**src/rtl/dsadc_seq_pkg.sv**
```systemverilog
package dsadc_seq_pkg;

   typedef enum logic [2:0] {
      PH_ZERO   = 3'd0,
      PH_OFFS   = 3'd1,
      PH_INTEG  = 3'd2,
      PH_DEINT  = 3'd3,
      PH_SETTLE = 3'd4,
      PH_PAD    = 3'd5
   } phase_e;

   localparam int NUM_PH = 6;

   typedef struct packed {
      logic shrt;
      logic cap;
      logic inp;
      logic refs;
   } sw_t;

endpackage

```
**src/rtl/dsadc_phase_ctrl.sv**
```systemverilog
module dsadc_phase_ctrl
   import dsadc_seq_pkg::*;
#(
   parameter int AZ_LEN     = 4000,
   parameter int OFS_MAX    = 800,
   parameter int INT_LEN    = 2000,
   parameter int DEINT_MAX  = 4000,
   parameter int SETTLE_LEN = 200,
   parameter int CYCLE_LEN  = 16000,
   parameter int CNT_W      = 13,
   parameter int CYC_W      = 14
) (
   input  logic             clk_i,
   input  logic             rst_ni,
   input  logic             comp_i,
   output phase_e           phase_o,
   output logic [CNT_W-1:0] ofs_cnt_o,
   output logic [CNT_W-1:0] raw_cnt_o,
   output logic             pos_o,
   output logic             wrap_o
);

   localparam logic [CNT_W-1:0] AZ_END     = CNT_W'(AZ_LEN - 1);
   localparam logic [CNT_W-1:0] OFS_END    = CNT_W'(OFS_MAX - 1);
   localparam logic [CNT_W-1:0] OFS_CLAMP  = CNT_W'(OFS_MAX);
   localparam logic [CNT_W-1:0] INT_END    = CNT_W'(INT_LEN - 1);
   localparam logic [CNT_W-1:0] DEINT_END  = CNT_W'(DEINT_MAX - 1);
   localparam logic [CNT_W-1:0] DEINT_CLMP = CNT_W'(DEINT_MAX);
   localparam logic [CNT_W-1:0] SET_END    = CNT_W'(SETTLE_LEN - 1);
   localparam logic [CYC_W-1:0] CYC_END    = CYC_W'(CYCLE_LEN - 1);

   phase_e           phase_q;
   logic [CNT_W-1:0] seg_cnt_q;
   logic [CYC_W-1:0] cyc_q;
   logic [CNT_W-1:0] ofs_q;
   logic [CNT_W-1:0] raw_q;
   logic             pos_q;
   logic             last_cyc;

   assign last_cyc = (cyc_q == CYC_END);

   always_ff @(posedge clk_i or negedge rst_ni) begin
      if (!rst_ni) begin
         cyc_q <= '0;
      end else if (last_cyc) begin
         cyc_q <= '0;
      end else begin
         cyc_q <= cyc_q + 1'b1;
      end
   end

   always_ff @(posedge clk_i or negedge rst_ni) begin
      if (!rst_ni) begin
         phase_q   <= PH_ZERO;
         seg_cnt_q <= '0;
         ofs_q     <= '0;
         raw_q     <= '0;
         pos_q     <= 1'b0;
      end else begin
         unique case (phase_q)
            PH_ZERO: begin
               if (seg_cnt_q == AZ_END) begin
                  phase_q   <= PH_OFFS;
                  seg_cnt_q <= '0;
               end else begin
                  seg_cnt_q <= seg_cnt_q + 1'b1;
               end
            end
            PH_OFFS: begin
               if (comp_i) begin
                  ofs_q     <= seg_cnt_q;
                  phase_q   <= PH_INTEG;
                  seg_cnt_q <= '0;
               end else if (seg_cnt_q == OFS_END) begin
                  ofs_q     <= OFS_CLAMP;
                  phase_q   <= PH_INTEG;
                  seg_cnt_q <= '0;
               end else begin
                  seg_cnt_q <= seg_cnt_q + 1'b1;
               end
            end
            PH_INTEG: begin
               if (seg_cnt_q == INT_END) begin
                  pos_q     <= comp_i;
                  phase_q   <= PH_DEINT;
                  seg_cnt_q <= '0;
               end else begin
                  seg_cnt_q <= seg_cnt_q + 1'b1;
               end
            end
            PH_DEINT: begin
               if (comp_i != pos_q) begin
                  raw_q     <= seg_cnt_q;
                  phase_q   <= PH_SETTLE;
                  seg_cnt_q <= '0;
               end else if (seg_cnt_q == DEINT_END) begin
                  raw_q     <= DEINT_CLMP;
                  phase_q   <= PH_SETTLE;
                  seg_cnt_q <= '0;
               end else begin
                  seg_cnt_q <= seg_cnt_q + 1'b1;
               end
            end
            PH_SETTLE: begin
               if (seg_cnt_q == SET_END) begin
                  phase_q   <= PH_PAD;
                  seg_cnt_q <= '0;
               end else begin
                  seg_cnt_q <= seg_cnt_q + 1'b1;
               end
            end
            PH_PAD: begin
               if (last_cyc) begin
                  phase_q   <= PH_ZERO;
                  seg_cnt_q <= '0;
               end
            end
            default: begin
               phase_q   <= PH_ZERO;
               seg_cnt_q <= '0;
            end
         endcase
      end
   end

   assign phase_o   = phase_q;
   assign ofs_cnt_o = ofs_q;
   assign raw_cnt_o = raw_q;
   assign pos_o     = pos_q;
   assign wrap_o    = last_cyc;


   ofs_limit_chk: assert property (@(posedge clk_i) disable iff (!rst_ni)
      ofs_q <= OFS_CLAMP);


   ofs_capture_chk: assert property (@(posedge clk_i) disable iff (!rst_ni)
      (phase_q == PH_OFFS && comp_i) |=> (phase_q == PH_INTEG && ofs_q == $past(seg_cnt_q)));


   raw_limit_chk: assert property (@(posedge clk_i) disable iff (!rst_ni)
      raw_q <= DEINT_CLMP);


   wrap_restart_chk: assert property (@(posedge clk_i) disable iff (!rst_ni)
      wrap_o |=> (phase_q == PH_ZERO && seg_cnt_q == '0 && cyc_q == '0));


   wrap_in_pad_chk: assert property (@(posedge clk_i) disable iff (!rst_ni)
      wrap_o |-> phase_q == PH_PAD);

endmodule

```
**src/rtl/dsadc_sw_decode.sv**
```systemverilog
module dsadc_sw_decode
   import dsadc_seq_pkg::*;
#(
   parameter int PH_CNT = NUM_PH
) (
   input  phase_e phase_i,
   input  logic   pos_i,
   output sw_t    sw_o,
   output logic   ref_neg_o
);

   function automatic sw_t ph_mask(input int p);
      sw_t m;
      m = '0;
      case (p)
         0:       begin m.shrt = 1'b1; m.cap = 1'b1; end
         2:       m.inp  = 1'b1;
         3:       m.refs = 1'b1;
         default: m = '0;
      endcase
      return m;
   endfunction

   sw_t masked [PH_CNT];

   for (genvar g = 0; g < PH_CNT; g++) begin : g_ph
      assign masked[g] = (phase_i == phase_e'(g)) ? ph_mask(g) : sw_t'('0);
   end

   always_comb begin
      sw_o = '0;
      for (int p = 0; p < PH_CNT; p++) begin
         sw_o = sw_t'(sw_o | masked[p]);
      end
   end

   assign ref_neg_o = sw_o.refs & pos_i;

endmodule

```
**src/rtl/dsadc_result_calc.sv**
```systemverilog
module dsadc_result_calc #(
   parameter int CNT_W     = 13,
   parameter int VAL_W     = 11,
   parameter int FULL      = 1999,
   parameter int UNDER_LIM = 180
) (
   input  logic [CNT_W-1:0] raw_i,
   input  logic [CNT_W-1:0] ofs_i,
   output logic [VAL_W-1:0] value_o,
   output logic             over_o,
   output logic             under_o
);

   localparam logic signed [CNT_W:0] FULL_S  = (CNT_W+1)'(FULL);
   localparam logic signed [CNT_W:0] UNDER_S = (CNT_W+1)'(UNDER_LIM);

   logic signed [CNT_W:0] diff;

   assign diff    = $signed({1'b0, raw_i}) - $signed({1'b0, ofs_i});
   assign over_o  = diff > FULL_S;
   assign under_o = diff < UNDER_S;

   always_comb begin
      if (over_o) begin
         value_o = VAL_W'(FULL);
      end else if (diff < 0) begin
         value_o = '0;
      end else begin
         value_o = diff[VAL_W-1:0];
      end
   end

endmodule

```
**src/rtl/dsadc_seq.sv**
```systemverilog
module dsadc_seq
   import dsadc_seq_pkg::*;
#(
   parameter int AZ_LEN     = 4000,
   parameter int OFS_MAX    = 800,
   parameter int INT_LEN    = 2000,
   parameter int DEINT_MAX  = 4000,
   parameter int SETTLE_LEN = 200,
   parameter int CYCLE_LEN  = 16000,
   parameter int FULL       = 1999,
   parameter int UNDER_LIM  = 180
) (
   input  logic        clk_i,
   input  logic        rst_ni,
   input  logic        comp_i,
   output logic        sw_short_o,
   output logic        sw_cap_o,
   output logic        sw_inp_o,
   output logic        sw_ref_o,
   output logic        ref_neg_o,
   output logic [10:0] value_o,
   output logic        neg_o,
   output logic        over_o,
   output logic        under_o,
   output logic        eoc_o
);

   localparam int MAX_A   = (AZ_LEN > DEINT_MAX) ? AZ_LEN : DEINT_MAX;
   localparam int MAX_B   = (INT_LEN > SETTLE_LEN) ? INT_LEN : SETTLE_LEN;
   localparam int MAX_C   = (MAX_A > MAX_B) ? MAX_A : MAX_B;
   localparam int CNT_MAX = (MAX_C > OFS_MAX) ? MAX_C : OFS_MAX;
   localparam int CNT_W   = $clog2(CNT_MAX + 1);
   localparam int CYC_W   = $clog2(CYCLE_LEN);
   localparam int VAL_W   = $clog2(FULL + 1);
   localparam int BUSY    = AZ_LEN + OFS_MAX + INT_LEN + DEINT_MAX + SETTLE_LEN;

   if (BUSY >= CYCLE_LEN) begin : g_len_bad
      $error("phase lengths exceed conversion length");
   end
   if (VAL_W != 11) begin : g_val_bad
      $error("full scale must fit the 11-bit value port");
   end
   if (UNDER_LIM > FULL || FULL >= DEINT_MAX) begin : g_lim_bad
      $error("range limits inconsistent");
   end
   if (AZ_LEN < 1 || OFS_MAX < 1 || INT_LEN < 1 || SETTLE_LEN < 1) begin : g_min_bad
      $error("phase lengths must be nonzero");
   end

   phase_e           phase;
   logic [CNT_W-1:0] ofs_cnt;
   logic [CNT_W-1:0] raw_cnt;
   logic             pos;
   logic             wrap;
   sw_t              sw;
   logic [VAL_W-1:0] calc_val;
   logic             calc_over;
   logic             calc_under;

   dsadc_phase_ctrl #(
      .AZ_LEN     (AZ_LEN),
      .OFS_MAX    (OFS_MAX),
      .INT_LEN    (INT_LEN),
      .DEINT_MAX  (DEINT_MAX),
      .SETTLE_LEN (SETTLE_LEN),
      .CYCLE_LEN  (CYCLE_LEN),
      .CNT_W      (CNT_W),
      .CYC_W      (CYC_W)
   ) u_ctrl (
      .clk_i     (clk_i),
      .rst_ni    (rst_ni),
      .comp_i    (comp_i),
      .phase_o   (phase),
      .ofs_cnt_o (ofs_cnt),
      .raw_cnt_o (raw_cnt),
      .pos_o     (pos),
      .wrap_o    (wrap)
   );

   dsadc_sw_decode #(
      .PH_CNT (NUM_PH)
   ) u_sw (
      .phase_i   (phase),
      .pos_i     (pos),
      .sw_o      (sw),
      .ref_neg_o (ref_neg_o)
   );

   dsadc_result_calc #(
      .CNT_W     (CNT_W),
      .VAL_W     (VAL_W),
      .FULL      (FULL),
      .UNDER_LIM (UNDER_LIM)
   ) u_calc (
      .raw_i   (raw_cnt),
      .ofs_i   (ofs_cnt),
      .value_o (calc_val),
      .over_o  (calc_over),
      .under_o (calc_under)
   );

   assign sw_short_o = sw.shrt;
   assign sw_cap_o   = sw.cap;
   assign sw_inp_o   = sw.inp;
   assign sw_ref_o   = sw.refs;

   always_ff @(posedge clk_i or negedge rst_ni) begin
      if (!rst_ni) begin
         eoc_o   <= 1'b0;
         value_o <= '0;
         neg_o   <= 1'b0;
         over_o  <= 1'b0;
         under_o <= 1'b0;
      end else begin
         eoc_o <= wrap;
         if (wrap) begin
            value_o <= calc_val;
            neg_o   <= ~pos;
            over_o  <= calc_over;
            under_o <= calc_under;
         end
      end
   end


   eoc_pulse_chk: assert property (@(posedge clk_i) disable iff (!rst_ni)
      eoc_o |=> !eoc_o);


   result_hold_chk: assert property (@(posedge clk_i) disable iff (!rst_ni)
      !eoc_o |-> ($stable(value_o) && $stable(neg_o) && $stable(over_o) && $stable(under_o)));


   over_sat_chk: assert property (@(posedge clk_i) disable iff (!rst_ni)
      over_o |-> value_o == 11'(FULL));


   under_lim_chk: assert property (@(posedge clk_i) disable iff (!rst_ni)
      under_o |-> (value_o < 11'(UNDER_LIM) && !over_o));


   sw_excl_chk: assert property (@(posedge clk_i) disable iff (!rst_ni)
      $onehot0({sw_short_o, sw_inp_o, sw_ref_o}));


   ref_sign_chk: assert property (@(posedge clk_i) disable iff (!rst_ni)
      ref_neg_o |-> sw_ref_o);

endmodule

```
**config.mk**
```make
export PLATFORM = sky130hd
export DESIGN_NAME = dsadc_seq
export DESIGN_NICKNAME = d
export VERILOG_FILES = /design/src/rtl/dsadc_seq_pkg.sv /design/src/rtl/dsadc_phase_ctrl.sv /design/src/rtl/dsadc_sw_decode.sv /design/src/rtl/dsadc_result_calc.sv /design/src/rtl/dsadc_seq.sv
export SDC_FILE = /design/constraint.sdc
export NUM_CORES = 1
export LEC_CHECK = 0
export ABC_AREA = 1
export BUFFER_PORTS_ARGS = -buffer_cell sky130_fd_sc_hd__buf_2
export CAP_MARGIN = 10
export CORE_MARGIN = 8
export CORE_UTILIZATION = 50
export DETAILED_ROUTE_END_ITERATION = 10
export PLACE_DENSITY_LB_ADDON = 0.05
export SYNTH_ARGS = -nofsm -noshare
export SYNTH_HDL_FRONTEND = slang
export SYNTH_HIERARCHICAL = 1
export SYNTH_SLANG_ARGS = --single-unit
export TNS_END_PERCENT = 100
```
**constraint.sdc**
```tcl
create_clock -name clk_i -period 3.45 [get_ports clk_i]
set_input_delay 0 -clock clk_i [delete_from_list [all_inputs] [get_ports clk_i]]
set_output_delay 0 -clock clk_i [all_outputs]
set_load 0.05 [all_outputs]
```
==> Yosys cells after proc, flatten, opt, wreduce, memory -nomap -nowiden <==
Index checks and enable logic that the tools add are counted.
{ "classes": {"addsub": 3, "multipliers": 0, "div_mod_pow": 0, "order_cmp": 3, "eq_ne": 17, "n_shift": 0, "muxes": 27, "bitwise_logic": 4, "n_reduce_logical": 7} }
{ "ops": {"columns": ["operator", "count"], "rows": [
  ["12-bit two-way mux", 11],
  ["12-bit case mux with 6 select lines", 1],
  ["3-bit two-way mux", 8],
  ["11-bit two-way mux", 2],
  ["3-bit case mux with 6 select lines", 1],
  ["14-bit by 1-bit adder with 14-bit output, second input constant", 1],
  ["14-bit equality test, second input constant", 1],
  ["14-bit two-way mux", 1],
  ["13-bit by 12-bit greater-than comparator with 1-bit output, second input constant", 1],
  ["13-bit by 1-bit less-than comparator with 1-bit output, second input constant", 1],
  ["13-bit by 9-bit less-than comparator with 1-bit output, second input constant", 1],
  ["12-bit by 12-bit subtractor with 13-bit output", 1],
  ["12-bit by 1-bit adder with 12-bit output, second input constant", 1],
  ["12-bit by 10-bit equality test with 1-bit output, second input constant", 1],
  ["12-bit by 11-bit equality test with 1-bit output, second input constant", 1],
  ["12-bit equality test, second input constant", 1],
  ["12-bit by 8-bit equality test with 1-bit output, second input constant", 1],
  ["4-bit OR", 2],
  ["3-bit by 2-bit equality test with 1-bit output, second input constant", 2],
  ["3-bit equality test, second input constant", 2],
  ["2-bit by 1-bit inequality test with 1-bit output, second input constant", 3],
  ["2-bit AND reduction", 3],
  ["6-bit AND reduction", 1],
  ["4-bit two-way mux", 1],
  ["other kinds (11)", 12]
]} }
{ "word_totals": {"regBits": 69, "latchBits": 0, "mem_bits_rw": 0, "mem_bits_ro": 0, "input_bits": 3, "output_inout_bits": 20, "word_cells": 72, "n_memories": 0} }

==> Depth between registers and ports, before layout <==
{ "logic_depth": {"depth_word": 5, "ltp_mapped": 19, "mapped_depth_nobuf": 19} }

==> Modules after synthesis <==
The synthesis kept the hierarchy.
{ "by_module_without_submodules": {"columns": ["module", "instances", "cells_per_inst", "area_each_um2", "seq_area_each_um2"], "rows": [
  ["dsadc_phase_ctrl", 1, 334, 2805.2, 1351.3],
  ["dsadc_result_calc", 1, 170, 882.1, 0.0],
  ["dsadc_seq", 1, 61, 559.3, 375.4],
  ["dsadc_sw_decode", 1, 9, 47.5, 0.0]
]} }

==> Least setup slack after synthesis <==
Ideal clock, no wire load.
{ "synth_path": {"path_kind": "register -> register", "from": "register u_ctrl.raw_q[0], in the netlist u_ctrl/raw_cnt_o[0]", "to": "register value_o[8]", "setup_time_ns": 0.119, "t_arrival_ns": 1.937, "required_time_ns": 3.331, "setup_slack_ns": 1.394, "stages_incl_launch_ff": 20, "path_buffers": 0, "period_less_slack_ns": 2.056, "cell_sequence": "dfrtp_1 > inv_1 > ha_1 > fa_1 > inv_1 > nand2_1 > nand2_1 > nand3_1 > nand2_1 > nand2_1 > nand2_1 > nand2_1 > nand2_1 > nor2_1 > nand2_1 > nand2_2 > nand2_4 > nand2_1 > nand2_1 > nand2_1"} }
{ "synth_via": {"elab_chain_cells": 4, "word_cells_on_any_way": 5, "classes_between": "add/sub: 1; order compare: 2; mux: 2"} }
{ "synth_lines": {"columns": ["element", "line_no", "text"], "rows": [
  ["from (decl)", "dsadc_phase_ctrl.sv:36", "logic [CNT_W-1:0] raw_q;"],
  ["from (signal assigned)", "dsadc_phase_ctrl.sv:93", "raw_q <= seg_cnt_q;"],
  ["12-bit by 12-bit subtractor with 13-bit output *", "dsadc_result_calc.sv:19", "assign diff = $signed({1'b0, raw_i}) - $signed({1'b0, ofs_i});"],
  ["13-bit by 1-bit less-than comparator with 1-bit output", "dsadc_result_calc.sv:26", "end else if (diff < 0) begin"],
  ["11-bit two-way mux", "dsadc_result_calc.sv:26", null],
  ["11-bit two-way mux *", "dsadc_result_calc.sv:24", "if (over_o) begin"],
  ["named net calc_val[8]", "dsadc_seq.sv:56", "logic [VAL_W-1:0] calc_val;"],
  ["to (signal assigned)", "dsadc_seq.sv:117", "value_o <= calc_val;"],
  ["to (decl)", "dsadc_seq.sv:21", "output logic [10:0] value_o,"]
]} }
The timed path passes the listed nets; every way through them passes the cells marked *.
A chain may end at the register's enable or synchronous reset.

==> Worst setup path after layout <==
{ "layout_path": {"from": "register u_ctrl.raw_q[0], in the netlist u_ctrl/raw_cnt_o[0]", "to": "register value_o[1]"} }
The elaborated chain is that of the path after synthesis.

==> results.yml <==
run_status:
  status: "finished, final reports clean"
place:
  portBuffers: 22
  place_ws_ps: 983
  place_hpwl_um: 7470
  placed_cells: 702
  place_congestion: 0.921
finish:
  synthToLayoutAreaGrowth_pct: 10.9
  layout-drive-gt1-share_pct: 16.9
  fin_cells: 719
  layout_common_cells: "nand2_1, inv_1, dfrtp_1, nand3_1, nor2_1"
  mostFrequentLayoutCell: "nand2_1"
  fillers: 813
  antenna_cells: 0
  fin_nets: 624
route:
  ant_nets: 0
  totalWireLength_um: 9580
  wl_per_cell_um: 13.3
  drt-met1-wl_um: 4690
  route.met3.wl_um: 384
  wl_met2_um: 4350
  via_per_inst: 5.05
  first_pass_iters: 4
  drc: 0
  vias: 3633
  top_layer_used: "met4"
  drt_iter0_markers: 158
logic_synthesis:
  synth_seq_cells: 69
  ys_warn_count: 6
  syn_area_per_cell_um2: 7.48
  synth_top_area_share_pct: 40.2
  synth.largest_area_cell: "dfrtp_1"
  synth_seq_area_share_pct: 40.2
  syn_inst: 574
  syn_nets: 592
  netlist_area_um2: 4290
  synth_area_leaders: "dfrtp_1, nand2_1, inv_1"
  yosys.cell_types.count: 41
worst_setup_path:
  required_ps: 3740
  worst_ep_arrival_time_ps: 2770
  start_kind: "register"
  reg2reg_slack_ps: 970
  crit_fanout: 11
  criticalPathCategory: "register to register"
  crit_path_end_kind: "register"
clock_network:
  clk_latency_ps: 350
  clk_pin_slew_ps: 80
  clock_sinks: 69
  cts.path.max_buffers: 2
  root_buffer: "clkbuf_8"
  cts_tree: "done"
  numCtsBuffers: 9
  htreeDepth: 3
global_route:
  grt.total_usage_pct: 17.6
  grt_first_pass_wirelength_um: 16600
  grt_max_degree: 33
  grt_overflow: 0
  grt_pass1_vias: 3529
  antenna_found_initial: 0
pwr:
  ir_worst_vdd_mv: 0.148
  power_density_nw_per_um2: 361
  leakage_nw: 2.46
timing:
  finClkSkew_ps: 12.1
  finalHoldViolCount: 0
  finalCriticalPeriod_ps: 2480
  fin_crit_sh_pct: 71.9
  tightestPinTransition_ps: 444
  final_max_slew_viol_count: 0
  fin_ws_ps: 968
  timing.fmax_ghz: 0.403
  final.setup.tns_ps: 0
  grt_setup_unrepaired: "no"
  whs_ps: 65.8
  relSlewSlack_pct: 70.3
  setup_viol: 0
floorplan:
  rows: 34
  num_io_pins: 23
  dieWidth_um: 109
  initial_utilization_pct: 50.5
  chipHeight_um: 109
  dieArea_um2: 11800
  core_area_um2: 8510
job:
  drv_cap: 0
worst_hold_path:
  hp-class: "input pin to register"
synthesized netlist by cell type, drive strengths merged:
master    n
a21oi    26
o21ai    29
nor2     60
o21bai    2
a21o      1
xor2     13
or2       3
fa        1
and2      1
o31ai     1
nand4     8
dfrtp    69
clkbuf    1
nand2   184
nor3     10
a21boi    1
ha       14
nor3b     1
inv      86
nand3    53
buf       5
and3      1
xnor2     4
critical path, cell delays in order, from the launching register on:
cell,delay (ps)
dfrtp_1,350
inv_1,40
ha_1,220
fa_1,410
inv_1,70
nand2_1,40
nand2_1,90
nand3_1,100
nand2_1,100
inv_1,50
o21ai_2,360
inv_1,120
or2_2,290
nand2_1,70
nand2_1,50
nand2_1,60
where the power goes:
| part | leakage [nW] | switching [mW] | total (mW) | internal, mW |
|---|---|---|---|---|
| clock network | 0.114 | 0.323 | 0.753 | 0.430 |
| logic | 1.49 | 0.0958 | 0.144 | 0.0486 |
| registers | 0.863 | 0.00523 | 0.822 | 0.817 |
final cells by class:
cell class	instances	area [um^2]	area share, %
clock buffer	11	141	2.97
clock inverter	5	82.6	1.73
inverter	86	325	6.83
multi-input combinational	413	2200	46.2
sequential	69	1730	36.3
tap	108	135	2.84
timing repair buffer	27	150	3.15
layer usage:
metal | up-vias | GRT usage (%)
met3 | 15 | 4.43
met5 | - | 0
met1 | 1692 | 23.2
met2 | 54 | 27.9
li1 | 1872 | -
met4 | 0 | 5.67
kinds of logic after synthesis:
| logic type | share of synthesized area, % |
|---|---|
| AND/OR/NAND/NOR | 35.1 |
| buffers and inverters | 8.57 |
| AO/OA/AOI/OAI | 7.81 |
| adder cells (fa/ha/maj) | 4.55 |
| XOR/XNOR | 3.82 |
| flip-flops | 40.2 |
state kept, by name, summed over array words and instances (netlist names):
register / flops
eoc_o: 1
u_ctrl/pos_o: 1
under_o: 1
over_o: 1
u_ctrl/phase_o: 3
u_ctrl/seg_cnt_q: 12
value_o: 11
u_ctrl/raw_cnt_o: 12
neg_o: 1
u_ctrl/ofs_cnt_o: 12
u_ctrl/cyc_q: 14
stage by stage:
step	power (mW)	utilization (%)	cell area, um^2
global placement	0.980	53.2	4530
finish	1.72	56.0	4760
global route	1.81	56.0	4760
detailed placement	0.983	53.2	4530
floorplan	0.939	-	4290
CTS	1.75	56.0	4760
path summary, 6_finish.rpt:
check / from / to / cells past startpoint
min in group asynchronous: rst_ni / u_ctrl/raw_cnt_o[9] / 2
worst min-delay path: comp_i / u_ctrl/pos_o / 3
worst max register to register: u_ctrl/raw_cnt_o[0] / value_o[1] / 15
worst min register to register: value_o[1] / value_o[1] / 2
max in group asynchronous: rst_ni / u_ctrl/seg_cnt_q[0] / 3
worst max-delay path: u_ctrl/raw_cnt_o[0] / value_o[1] / 15
what timing repair did:
action                                  in CTS  in global routing
resized for setup                            0                  0
buffers inserted                             0                  0
endpoints found under the setup margin       0                  0
hold buffers                                 1                  0
endpoints found under the hold margin       37                  0
No activity file was read; power rests on OpenSTA's default activity.
